<file path="src/rtl/i2cm_pkg.sv">
package i2cm_pkg;

  typedef enum logic [3:0] {
    ST_IDLE,
    ST_RSA,   // repeated start: release SDA under low SCL
    ST_RSB,   // repeated start: release SCL
    ST_SHI,   // both high, next edge pulls SDA (start)
    ST_SLO,   // SDA low, next edge pulls SCL
    ST_XFER,  // data or address bits
    ST_ACK,   // acknowledge bit
    ST_HOLD,  // parked with SCL low
    ST_SPA,   // stop: pull SDA
    ST_SPB,   // stop: release SCL
    ST_SPC    // stop: release SDA
  } state_t;

  typedef struct packed {
    logic load;
    logic shiftTx;
    logic capture;
  } dpStrobe_t;

endpackage

</file>
<file path="src/rtl/i2cm_datapath.sv">
module i2cm_datapath
  import i2cm_pkg::*;
#(
  parameter int WORD_W = 8,
  localparam int CNT_W = $clog2(WORD_W + 1)
) (
  input  logic              clk,
  input  logic              rstN,
  input  dpStrobe_t         strobe,
  input  logic [WORD_W-1:0] loadVal,
  input  logic [CNT_W-1:0]  loadLen,
  input  logic              sdaIn,
  output logic              txBit,
  output logic              lastBit,
  output logic [WORD_W-1:0] rxWord
);

  logic [WORD_W-1:0] txShift;
  logic [WORD_W-1:0] rxShift;
  logic [CNT_W-1:0]  bitsLeft;

  always_ff @(posedge clk) begin
    if (!rstN) begin
      txShift  <= '0;
      rxShift  <= '0;
      bitsLeft <= '0;
    end else begin
      if (strobe.load) begin
        // left-align the word so the top bit goes out first
        txShift  <= loadVal << (CNT_W'(WORD_W) - loadLen);
        bitsLeft <= loadLen;
        rxShift  <= '0;
      end else begin
        if (strobe.shiftTx) begin
          txShift  <= txShift << 1;
          bitsLeft <= bitsLeft - CNT_W'(1);
        end
        if (strobe.capture) begin
          rxShift <= {rxShift[WORD_W-2:0], sdaIn};
        end
      end
    end
  end

  assign txBit   = txShift[WORD_W-1];
  assign lastBit = (bitsLeft == CNT_W'(1));
  assign rxWord  = rxShift;

endmodule

</file>
<file path="src/rtl/i2cm_control.sv">
module i2cm_control
  import i2cm_pkg::*;
#(
  parameter int WORD_W = 8,
  localparam int BC_W  = $clog2(WORD_W),
  localparam int CNT_W = $clog2(WORD_W + 1)
) (
  input  logic              clk,
  input  logic              rstN,
  input  logic              tick,
  input  logic              cmdStart,
  input  logic              cmdStop,
  input  logic              cmdRead,
  input  logic              cmdTenBit,
  input  logic [9:0]        cmdAddr,
  input  logic [BC_W-1:0]   cmdBitCount,
  input  logic [WORD_W-1:0] txData,
  input  logic              txValid,
  input  logic              rdReq,
  input  logic              rdNack,
  input  logic              sdaIn,
  input  logic              txBit,
  input  logic              lastBit,
  input  logic [WORD_W-1:0] rxWord,
  output dpStrobe_t         strobe,
  output logic [WORD_W-1:0] loadVal,
  output logic [CNT_W-1:0]  loadLen,
  output logic              sdaOe,
  output logic              sclOe,
  output logic              cmdReady,
  output logic              txReady,
  output logic              rxValid,
  output logic [WORD_W-1:0] rxData,
  output logic              nackFlag,
  output logic              arbLost,
  output state_t            state
);

  logic [1:0]      phase;
  logic            sdaOeR, sclOeR;
  logic            curRd, curTen;
  logic [9:0]      curAddr;
  logic [BC_W-1:0] curBc;
  logic [1:0]      addrIdx;
  logic            inAddr, wordRx, ackNack, gotAck;
  logic            nackF, arbF, rxValidR;
  logic [WORD_W-1:0] rxDataR;

  logic startTake, stopTake, txTake, rdTake, toAddr2, endBit;
  logic [CNT_W-1:0] wordLen;

  function automatic logic [7:0] addrByte(input logic [1:0] idx);
    if (!curTen)          return {curAddr[6:0], curRd};
    else if (idx == 2'd1) return curAddr[7:0];
    else                  return {5'b11110, curAddr[9:8], (idx == 2'd2)};
  endfunction

  assign cmdReady  = (state == ST_IDLE) || (state == ST_HOLD);
  assign startTake = cmdStart && cmdReady;
  assign stopTake  = cmdStop && (state == ST_HOLD);
  assign txReady   = (state == ST_HOLD) && !curRd && !cmdStart && !cmdStop;
  assign txTake    = txValid && txReady;
  assign rdTake    = rdReq && (state == ST_HOLD) && curRd && !cmdStart && !cmdStop;
  assign endBit    = tick && (phase == 2'd3);
  assign toAddr2   = (state == ST_ACK) && endBit && inAddr && gotAck && curTen
                     && (addrIdx == 2'd0);
  assign wordLen   = (curBc == '0) ? CNT_W'(WORD_W) : CNT_W'(curBc);

  always_comb begin
    strobe  = '0;
    loadVal = '0;
    loadLen = '0;
    if ((state == ST_SLO) && tick) begin
      strobe.load = 1'b1;
      loadVal     = WORD_W'(addrByte(addrIdx));
      loadLen     = CNT_W'(8);
    end else if (toAddr2) begin
      strobe.load = 1'b1;
      loadVal     = WORD_W'(addrByte(2'd1));
      loadLen     = CNT_W'(8);
    end else if (txTake) begin
      strobe.load = 1'b1;
      loadVal     = txData;
      loadLen     = wordLen;
    end else if (rdTake) begin
      strobe.load = 1'b1;
      loadLen     = wordLen;
    end
    if ((state == ST_XFER) && tick) begin
      strobe.capture = (phase == 2'd2);
      strobe.shiftTx = (phase == 2'd3) && !lastBit;
    end
  end

  always_ff @(posedge clk) begin
    if (!rstN) begin
      state    <= ST_IDLE;
      phase    <= '0;
      sdaOeR   <= 1'b0;
      sclOeR   <= 1'b0;
      curRd    <= 1'b0;
      curTen   <= 1'b0;
      curAddr  <= '0;
      curBc    <= '0;
      addrIdx  <= '0;
      inAddr   <= 1'b0;
      wordRx   <= 1'b0;
      ackNack  <= 1'b0;
      gotAck   <= 1'b0;
      nackF    <= 1'b0;
      arbF     <= 1'b0;
      rxValidR <= 1'b0;
      rxDataR  <= '0;
    end else begin
      rxValidR <= 1'b0;
      if (startTake) begin
        curRd   <= cmdRead;
        curTen  <= cmdTenBit;
        curAddr <= cmdAddr;
        curBc   <= cmdBitCount;
        addrIdx <= 2'd0;
        nackF   <= 1'b0;
        arbF    <= 1'b0;
        state   <= (state == ST_IDLE) ? ST_SHI : ST_RSA;
      end else if (stopTake) begin
        state <= ST_SPA;
      end else if (txTake || rdTake) begin
        state   <= ST_XFER;
        phase   <= 2'd0;
        inAddr  <= 1'b0;
        wordRx  <= rdTake;
        ackNack <= rdNack;
      end else if (tick) begin
        case (state)
          ST_RSA: begin sdaOeR <= 1'b0; state <= ST_RSB; end
          ST_RSB: begin sclOeR <= 1'b0; state <= ST_SHI; end
          ST_SHI: begin sdaOeR <= 1'b1; state <= ST_SLO; end
          ST_SLO: begin
            sclOeR <= 1'b1;
            state  <= ST_XFER;
            phase  <= 2'd0;
            inAddr <= 1'b1;
            wordRx <= 1'b0;
          end
          ST_XFER: begin
            phase <= phase + 2'd1;
            case (phase)
              2'd0: sdaOeR <= wordRx ? 1'b0 : !txBit;
              2'd1: sclOeR <= 1'b0;
              2'd2: if (!wordRx && txBit && !sdaIn) begin
                arbF   <= 1'b1;
                sdaOeR <= 1'b0;
                sclOeR <= 1'b0;
                state  <= ST_IDLE;
              end
              default: begin
                sclOeR <= 1'b1;
                if (lastBit) state <= ST_ACK;
              end
            endcase
          end
          ST_ACK: begin
            phase <= phase + 2'd1;
            case (phase)
              2'd0: sdaOeR <= wordRx ? !ackNack : 1'b0;
              2'd1: sclOeR <= 1'b0;
              2'd2: begin
                gotAck <= !sdaIn;
                if (!wordRx && sdaIn) nackF <= 1'b1;
              end
              default: begin
                sclOeR <= 1'b1;
                if (wordRx) begin
                  rxValidR <= 1'b1;
                  rxDataR  <= rxWord;
                end
                if (toAddr2) begin
                  addrIdx <= 2'd1;
                  state   <= ST_XFER;
                end else if (inAddr && gotAck && curTen && curRd && addrIdx == 2'd1) begin
                  addrIdx <= 2'd2;
                  state   <= ST_RSA;
                end else begin
                  state <= ST_HOLD;
                end
              end
            endcase
          end
          ST_SPA: begin sdaOeR <= 1'b1; state <= ST_SPB; end
          ST_SPB: begin sclOeR <= 1'b0; state <= ST_SPC; end
          ST_SPC: begin sdaOeR <= 1'b0; state <= ST_IDLE; end
          default: ;
        endcase
      end
    end
  end

  assign sdaOe    = sdaOeR;
  assign sclOe    = sclOeR;
  assign rxValid  = rxValidR;
  assign rxData   = rxDataR;
  assign nackFlag = nackF;
  assign arbLost  = arbF;

endmodule

</file>
<file path="src/rtl/i2c_master_engine.sv">
module i2c_master_engine
  import i2cm_pkg::*;
#(
  parameter int WORD_W = 8
) (
  input  logic              clk,
  input  logic              rstN,
  input  logic              tick,
  input  logic              cmdStart,
  input  logic              cmdStop,
  input  logic              cmdRead,
  input  logic              cmdTenBit,
  input  logic [9:0]        cmdAddr,
  input  logic [2:0]        cmdBitCount,
  output logic              cmdReady,
  input  logic [WORD_W-1:0] txData,
  input  logic              txValid,
  output logic              txReady,
  input  logic              rdReq,
  input  logic              rdNack,
  output logic [WORD_W-1:0] rxData,
  output logic              rxValid,
  input  logic              sdaIn,
  output logic              sdaOe,
  output logic              sclOe,
  output logic              busy,
  output logic              nackFlag,
  output logic              arbLost
);

  localparam int CNT_W = $clog2(WORD_W + 1);

  dpStrobe_t         dpStrobe;
  logic [WORD_W-1:0] dpLoadVal;
  logic [CNT_W-1:0]  dpLoadLen;
  logic              dpTxBit, dpLastBit;
  logic [WORD_W-1:0] dpRxWord;
  state_t            ctlState;

  i2cm_control #(.WORD_W(WORD_W)) u_ctl (
    .clk(clk), .rstN(rstN), .tick(tick),
    .cmdStart(cmdStart), .cmdStop(cmdStop), .cmdRead(cmdRead),
    .cmdTenBit(cmdTenBit), .cmdAddr(cmdAddr), .cmdBitCount(cmdBitCount),
    .txData(txData), .txValid(txValid), .rdReq(rdReq), .rdNack(rdNack),
    .sdaIn(sdaIn), .txBit(dpTxBit), .lastBit(dpLastBit), .rxWord(dpRxWord),
    .strobe(dpStrobe), .loadVal(dpLoadVal), .loadLen(dpLoadLen),
    .sdaOe(sdaOe), .sclOe(sclOe), .cmdReady(cmdReady), .txReady(txReady),
    .rxValid(rxValid), .rxData(rxData), .nackFlag(nackFlag),
    .arbLost(arbLost), .state(ctlState)
  );

  i2cm_datapath #(.WORD_W(WORD_W)) u_dp (
    .clk(clk), .rstN(rstN), .strobe(dpStrobe), .loadVal(dpLoadVal),
    .loadLen(dpLoadLen), .sdaIn(sdaIn), .txBit(dpTxBit),
    .lastBit(dpLastBit), .rxWord(dpRxWord)
  );

  assign busy = (ctlState != ST_IDLE);

endmodule

</file>
<file path="config.mk">
export PLATFORM = sky130hd
export DESIGN_NAME = i2c_master_engine
export DESIGN_NICKNAME = d
export VERILOG_FILES = /design/src/rtl/i2cm_pkg.sv /design/src/rtl/i2cm_datapath.sv /design/src/rtl/i2cm_control.sv /design/src/rtl/i2c_master_engine.sv
export SDC_FILE = /design/constraint.sdc
export NUM_CORES = 1
export LEC_CHECK = 0
export BUFFER_PORTS_ARGS = -buffer_cell sky130_fd_sc_hd__clkbuf_2
export CAP_MARGIN = 10
export CELL_PAD_IN_SITES_DETAIL_PLACEMENT = 2
export CELL_PAD_IN_SITES_GLOBAL_PLACEMENT = 2
export CORE_MARGIN = 2
export CORE_UTILIZATION = 37
export DETAILED_ROUTE_END_ITERATION = 10
export GPL_TIMING_DRIVEN = 0
export PLACE_DENSITY_LB_ADDON = 0.1
export SYNTH_ARGS = -nofsm -noshare
export SYNTH_HDL_FRONTEND = slang
export SYNTH_SLANG_ARGS = --single-unit
</file>
<file path="constraint.sdc">
create_clock -name clk -period 3.86 [get_ports clk]
set_input_delay 0.772 -clock clk [delete_from_list [all_inputs] [get_ports clk]]
set_output_delay 0.772 -clock clk [all_outputs]
set_load 0.1 [all_outputs]
</file>
=== Yosys cells after proc, flatten, opt, wreduce, memory -nomap -nowiden ===
Cells that the tools add are included.

* Register bits after elaboration: 60
* Word-level logic and storage cells: 180
* Output and inout port bits: 16
* Input port bits: 32

* Bitwise logic cells: 7
* Shift-type cells: 1
* Multiplexer cells: 53
* Reduce and logical (&&, ||, !) cells: 71
* Equal/unequal tests: 25
* Add/subtract/negate cells: 3

{| class="wikitable"
|+ Operator list
! cell !! count
|-
| $mux W8 || 8
|-
| $mux W4 || 15
|-
| $pmux W4 S9 || 1
|-
| $reduce_and A6 Y1 || 5
|-
| $logic_and A1 B1 Y1 || 26
|-
| $eq A4 B3 Y1 const B || 4
|-
| $reduce_and A8 Y1 || 2
|-
| $reduce_bool A4 Y1 || 4
|-
| $reduce_or A2 Y1 || 8
|-
| $mux W1 || 15
|-
| $eq A4 B4 Y1 const B || 3
|-
| $mux W2 || 6
|-
| $reduce_bool A12 Y1 || 1
|-
| $ne A5 B3 Y1 const B || 2
|-
| $reduce_or A9 Y1 || 1
|-
| $eq A4 B1 Y1 const B || 2
|-
| $eq A4 B2 Y1 const B || 2
|-
| $logic_not A1 Y1 || 8
|-
| $pmux W1 S4 || 2
|-
| $pmux W4 S2 || 1
|-
| $reduce_and A4 Y1 || 2
|-
| $reduce_bool A2 Y1 || 4
|-
| $shl A8 B4 Y8 || 1
|-
| $not A1 Y1 || 7
|-
| other kinds (21) || 30
|}

=== Depth between registers and ports, before layout ===
* Depth in word-level cells: 14
* Depth in mapped cells: 10
* Mapped depth without buffers: 8

=== Modules after synthesis ===
From an unflattened synthesis, not the netlist that was laid out.

* Cells, all modules: 485
* Area total of the unflattened synthesis: 3,771.1 um^2

{| class="wikitable"
|+ By module, submodules not included
! module !! cells each !! seq. area each (um^2) !! area each (um^2) !! instances
|-
| i2cm_control || 342 || 800.8 || 2,532.4 || 1
|-
| i2cm_datapath || 142 || 400.4 || 1,231.2 || 1
|-
| i2c_master_engine || 1 || 0.0 || 7.5 || 1
|}

=== Worst setup path after synthesis ===
OpenSTA, ideal clock, no wires.

* Path kind: flip-flop to flip-flop
* From: register u_ctl.state[1]
* To: register u_ctl.state[1]
* Slack: 0.631 ns
* Arrival time: 3.158 ns
* Path buffers: 1
* Clock period less this slack: 3.229 ns
* Library setup time: 0.070 ns
* Required time: 3.790 ns
* Cell stages (with the launch flop): 7
* Cells stage by stage: dfxtp_1 -> buf_2 -> or3_1 -> a21oi_1 -> a21oi_1 -> a22o_1 -> a21oi_1

* Elaborated cells on any way between the ends: 43
* Those cells by class: eq/ne (14); mux (8); reduce/logical (21)

{| class="wikitable"
|+ RTL lines
! item !! line !! source
|-
| start: declaration || i2cm_control.sv:36 || <nowiki>output state_t state</nowiki>
|-
| start signal: assignment || i2cm_control.sv:124 || <nowiki>state <= (state == ST_IDLE) ? ST_SHI : ST_RSA;</nowiki>
|-
| $eq A4 B3 Y1 / $logic_not A4 Y1 (equally long branches) || i2cm_control.sv:58 || <nowiki>assign cmdReady = (state == ST_IDLE) || (state == ST_HOLD);</nowiki>
|-
| $logic_or A1 B1 Y1 (*) || i2cm_control.sv:58 ||
|-
| net cmdReady || i2c_master_engine.sv:15 || <nowiki>output logic cmdReady,</nowiki>
|-
| $logic_and A1 B1 Y1 (*) || i2cm_control.sv:59 || <nowiki>assign startTake = cmdStart && cmdReady;</nowiki>
|-
| $ne A6 B3 Y1 (no line) (tied with other cells) || n/a ||
|-
| $reduce_and A6 Y1 (no line) || n/a ||
|}

The timed path passes the listed nets; every way through them passes the cells marked *. The select of a mux whose other input is x is not followed.
A chain may end at the register's enable or synchronous reset.

=== Worst setup path after layout ===
* From: register u_ctl.state[0]
* To: register u_dp.txShift[7]

* Longest elaborated chain between the ends: 12
* Elaborated cells on any way between the ends: 35
* Those cells by class: add/sub (1); eq/ne (4); shift (1); mux (13); reduce/logical (16)

{| class="wikitable"
|+ Ends and longest elaborated chain
! item !! line !! source
|-
| $eq A4 B3 Y1 || i2cm_control.sv:61, i2cm_control.sv:63 ||
|-
| $logic_and A1 B1 Y1 (4 in a row) || i2cm_control.sv:63 || <nowiki>assign rdTake = rdReq && (state == ST_HOLD) && curRd && !cmdStart && !cmdStop;</nowiki>
|-
| $mux W4 || i2cm_control.sv:85 || <nowiki>end else if (rdTake) begin</nowiki>
|-
| $mux W4 || i2cm_control.sv:81 || <nowiki>end else if (txTake) begin</nowiki>
|-
| $mux W4 || i2cm_control.sv:77 || <nowiki>end else if (toAddr2) begin</nowiki>
|-
| $mux W4 || i2cm_control.sv:73 || <nowiki>if ((state == ST_SLO) && tick) begin</nowiki>
|-
| $sub A4 B4 Y4 || i2cm_datapath.sv:30 || <nowiki>txShift <= loadVal << (CNT_W'(WORD_W) - loadLen);</nowiki>
|-
| $shl A8 B4 Y8 || i2cm_datapath.sv:30 ||
|-
| $mux W8 || i2cm_datapath.sv:28 || <nowiki>if (strobe.load) begin</nowiki>
|-
| end signal: assignment || i2cm_datapath.sv:30 ||
|-
| end signal: assignment || i2cm_datapath.sv:35 || <nowiki>txShift <= txShift << 1;</nowiki>
|-
| end: declaration || i2cm_datapath.sv:18 || <nowiki>logic [WORD_W-1:0] txShift;</nowiki>
|}

Several ways; a longest one is shown, not always the timed one.

==> flow_metrics.tcl <==
set metrics [dict create \
    status "finished, final reports clean" \
    multi_input_area_mm2 0.00226 \
    power_density_mw_per_mm2 430 \
    worstPathArrival_ns 3.24 \
    grt_overflow 0 \
    io_pins 48 \
    area_growth_pct 16.5 \
    cts_buffers 9 \
    clk_pin_slew_ns 0.09 \
    io_buffers 47 \
    register_area_mm2 0.00120 \
    max_stage_delay_ns 0.41 \
    rr_endpoint "u_dp.txShift[7]" \
    critical_path_cell_count 10 \
    dpl.hpwl_mm 9.81 \
    rsz0062_at_grt "no" \
    period_share_pct 77.7 \
    start_util_pct 37.9 \
    syn_nets 494 \
    synth.area.top_cells "dfxtp_1 33%, mux2i_1 7.9%, nor2_1 6.9%" \
    path_cells "buf_2 -> and4b_1 -> buf_2 -> and3_1 -> nand2_1 -> ha_1 -> clkbuf_1 -> o221a_1 -> o31ai_1 -> a32o_1" \
    drt_iter0_drc 131 \
    yosys_warnings 0 \
    die_h_um 104 \
    wl_per_cell_um 20.7 \
    cts_resized 0 \
    hold_start "u_ctl.rxData[5]" \
    async_flop_share_pct 0 \
    cp-end-kind "flop" \
    hold_viol 0 \
    drv_cap 0 \
    synth_cell_type_count 76 \
    num_vias 3748 \
    r2r_start "u_ctl.state[0]" \
    via_per_inst 5.77 \
    finalSetupViolCount 0 \
    combinationalPowerShare_pct 29.1 \
    required_ns 4.10 \
    drc 0 \
    endpoint "u_dp.txShift[7]" \
    synth_top_area_cell "dfxtp_1" \
    syn-cell-area_mm2 0.00368 \
    core_area_mm2 0.00973 \
    synth_edf_count 0 \
    fmax_mhz 333 \
    place_area_mm2 0.00409 \
    synth-seq-area-share_pct 32.6 \
    critical_path.startpoint "u_ctl.state[0]" \
    antenna_found_initial 0 \
    synth_top_area_share_pct 32.6 \
    die_width_um 104 \
    worst_pin_slew_ns 0.745 \
    setup_tns_ns 0 \
    firstDrtPassIters 4 \
    max_slew_margin_pct 50.3 \
    antennaDiodeCount 0 \
    grt_pass1_wl_mm 22.1 \
    die_area_mm2 0.0108 \
    p_leak_nw 1.76 \
    ys_seq_elements 60 \
    critPathBufInv 3 \
    switching_power_w 0.000710 \
    final_antenna_net_count 0 \
    cts_tree "yes" \
    fp-row-count 36 \
    final_common_cell "nor2_1" \
    grt_max_degree 14 \
    hold_class "flop to flop" \
    rr_worst_depth 10 \
    crit_fanout 10 \
    postCtsSetupRepairBufs 0 \
    nFillCells 1162 \
    period_needed_ns 3.00 \
    seqPwrFrac_pct 37.6 \
    slew_violations 0 \
    path_delay_family "buffers and inverters" \
    hold_buffers 0 \
    skew_ns 0.0155 \
    clockRootBuffer "clkbuf_8" \
    cp-start-kind "flop" \
    final_nets 552 \
    synth_flop_cell "dfxtp_1" \
    htreeDepth 3 \
    syn_avg_cell_area_um2 8.12 \
    irDropWorstVdd_mv 0.246 \
    final_cell_mix "68 x nor2_1, 60 x dfxtp_1, 47 x clkbuf_2" \
    grt_pass1_vias 4012 \
    cts.path.max_buffers 2 \
    critPathMostFrequentCell "buf_2" \
    netSwitchingFraction_pct 38.5 \
    pwr-share-clk_pct 33.3 \
    regToRegSetupSlack_ns 0.86 \
    synthCells 454 \
    cp_slowest_cell "clkbuf_1" \
    intPower_w 0.00113 \
    worst_skew_pair.late_latency_ns 0.36 \
    drive_gt1_share_pct 18.0 \
    postRouteWirelength_mm 13.5 \
    worstSetupPathType "flop to flop" \
    cts.sinks 60 \
    design_area_mm2 0.00429 \
    track_usage_pct 26.0 \
    gp_congestion 0.889 \
]
## stage by stage
| step | hold WS [ns] | power (W) | std cells | util (%) | worst slack [ns] |
|---|---|---|---|---|---|
| 2_1_floorplan | 0.432 | 0.00109 | 454 | - | 0.631 |
| 3_3_place_gp | 0.442 | 0.00122 | 634 | 42.0 | 0.666 |
| 3_5_place_dp | 0.454 | 0.00124 | 634 | 42.0 | 0.650 |
| 4_1_cts | 0.466 | 0.00186 | 650 | 44.1 | 0.881 |
| 5_1_grt | 0.489 | 0.00194 | 650 | 44.1 | 0.728 |
| 6_report | 0.463 | 0.00184 | 650 | 44.1 | 0.860 |
## Yosys cell counts, drive strengths merged, types with 3 or more instances
cell type,instances
nor2,68
dfxtp,60
a21oi,32
nand2,31
mux2i,29
o21ai,28
inv,21
nand3,20
clkbuf,15
buf,14
ha,8
a31oi,6
nor3,6
a211oi,5
a311oi,5
and3,5
nand3b,5
nor4,5
o211ai,5
o22ai,5
and2,4
mux2,4
nand4,4
a211o,3
a221o,3
nand4b,3
nor2b,3
nor4bb,3
o21a,3
or3,3
## per-layer routing
layer	GRT usage (%)	share of wire [%]	vias to the layer above	wire length, µm
met2	43.8	48	76	6530
met4	5.50	1.1	0	142
met3	3.65	4.9	14	660
li1	-	-	1776	-
met5	0	0	-	0
met1	35.5	46	1882	6150
## cell type report
| class | instances | share of cell area [%] |
|---|---|---|
| plain buffers | 29 | 3.24 |
| clock buffers | 9 | 2.89 |
| clock inverters | 7 | 1.90 |
| inverters | 21 | 1.90 |
| multi-input cells | 344 | 52.7 |
| flip-flops and latches | 60 | 28.0 |
| well taps | 133 | 3.88 |
| repair buffers | 47 | 5.48 |
## worst min-delay path, cell delays in order, from the launching register on
cell	delay, ns
dfxtp_1	0.32
nand2_1	0.05
a21oi_1	0.05
## kinds of logic after synthesis
group	count (synthesis)	synth area share [%]
compound gates	126	23.4
xor+xnor	4	1.15
fa+ha+maj	8	2.72
buf+inv	50	5.98
flops	60	32.6
mux	33	9.20
simple gates	173	24.9
## flip-flops by register name (all words and copies together), names as in the netlist, 2 cells and up
name	flops
u_ctl.rxData	8
u_dp.txShift	8
u_ctl.addrIdx	2
u_ctl.state	4
u_ctl.phase	2
u_dp.rxWord	8
u_ctl.curBc	3
u_dp.bitsLeft	4
u_ctl.curAddr	10
## power by group through the flow
stage	clock network (W)	logic [W]	registers, W
floorplan	0	0.000376	0.000715
global placement	0	0.000512	0.000703
detailed placement	0	0.000531	0.000706
CTS	0.000629	0.000535	0.000692
global route	0.000656	0.000581	0.000698
finish	0.000614	0.000537	0.000693
## worst min-delay path by stage
stage	cells past startpoint	to
detailed placement	2	u_ctl.rxData[5]
finish	2	u_ctl.rxData[5]
CTS	2	u_ctl.rxData[5]
global placement	2	u_ctl.ackNack
global route	2	u_ctl.rxData[1]
floorplan	2	u_ctl.ackNack
No activity file was read; power rests on OpenSTA's default activity.
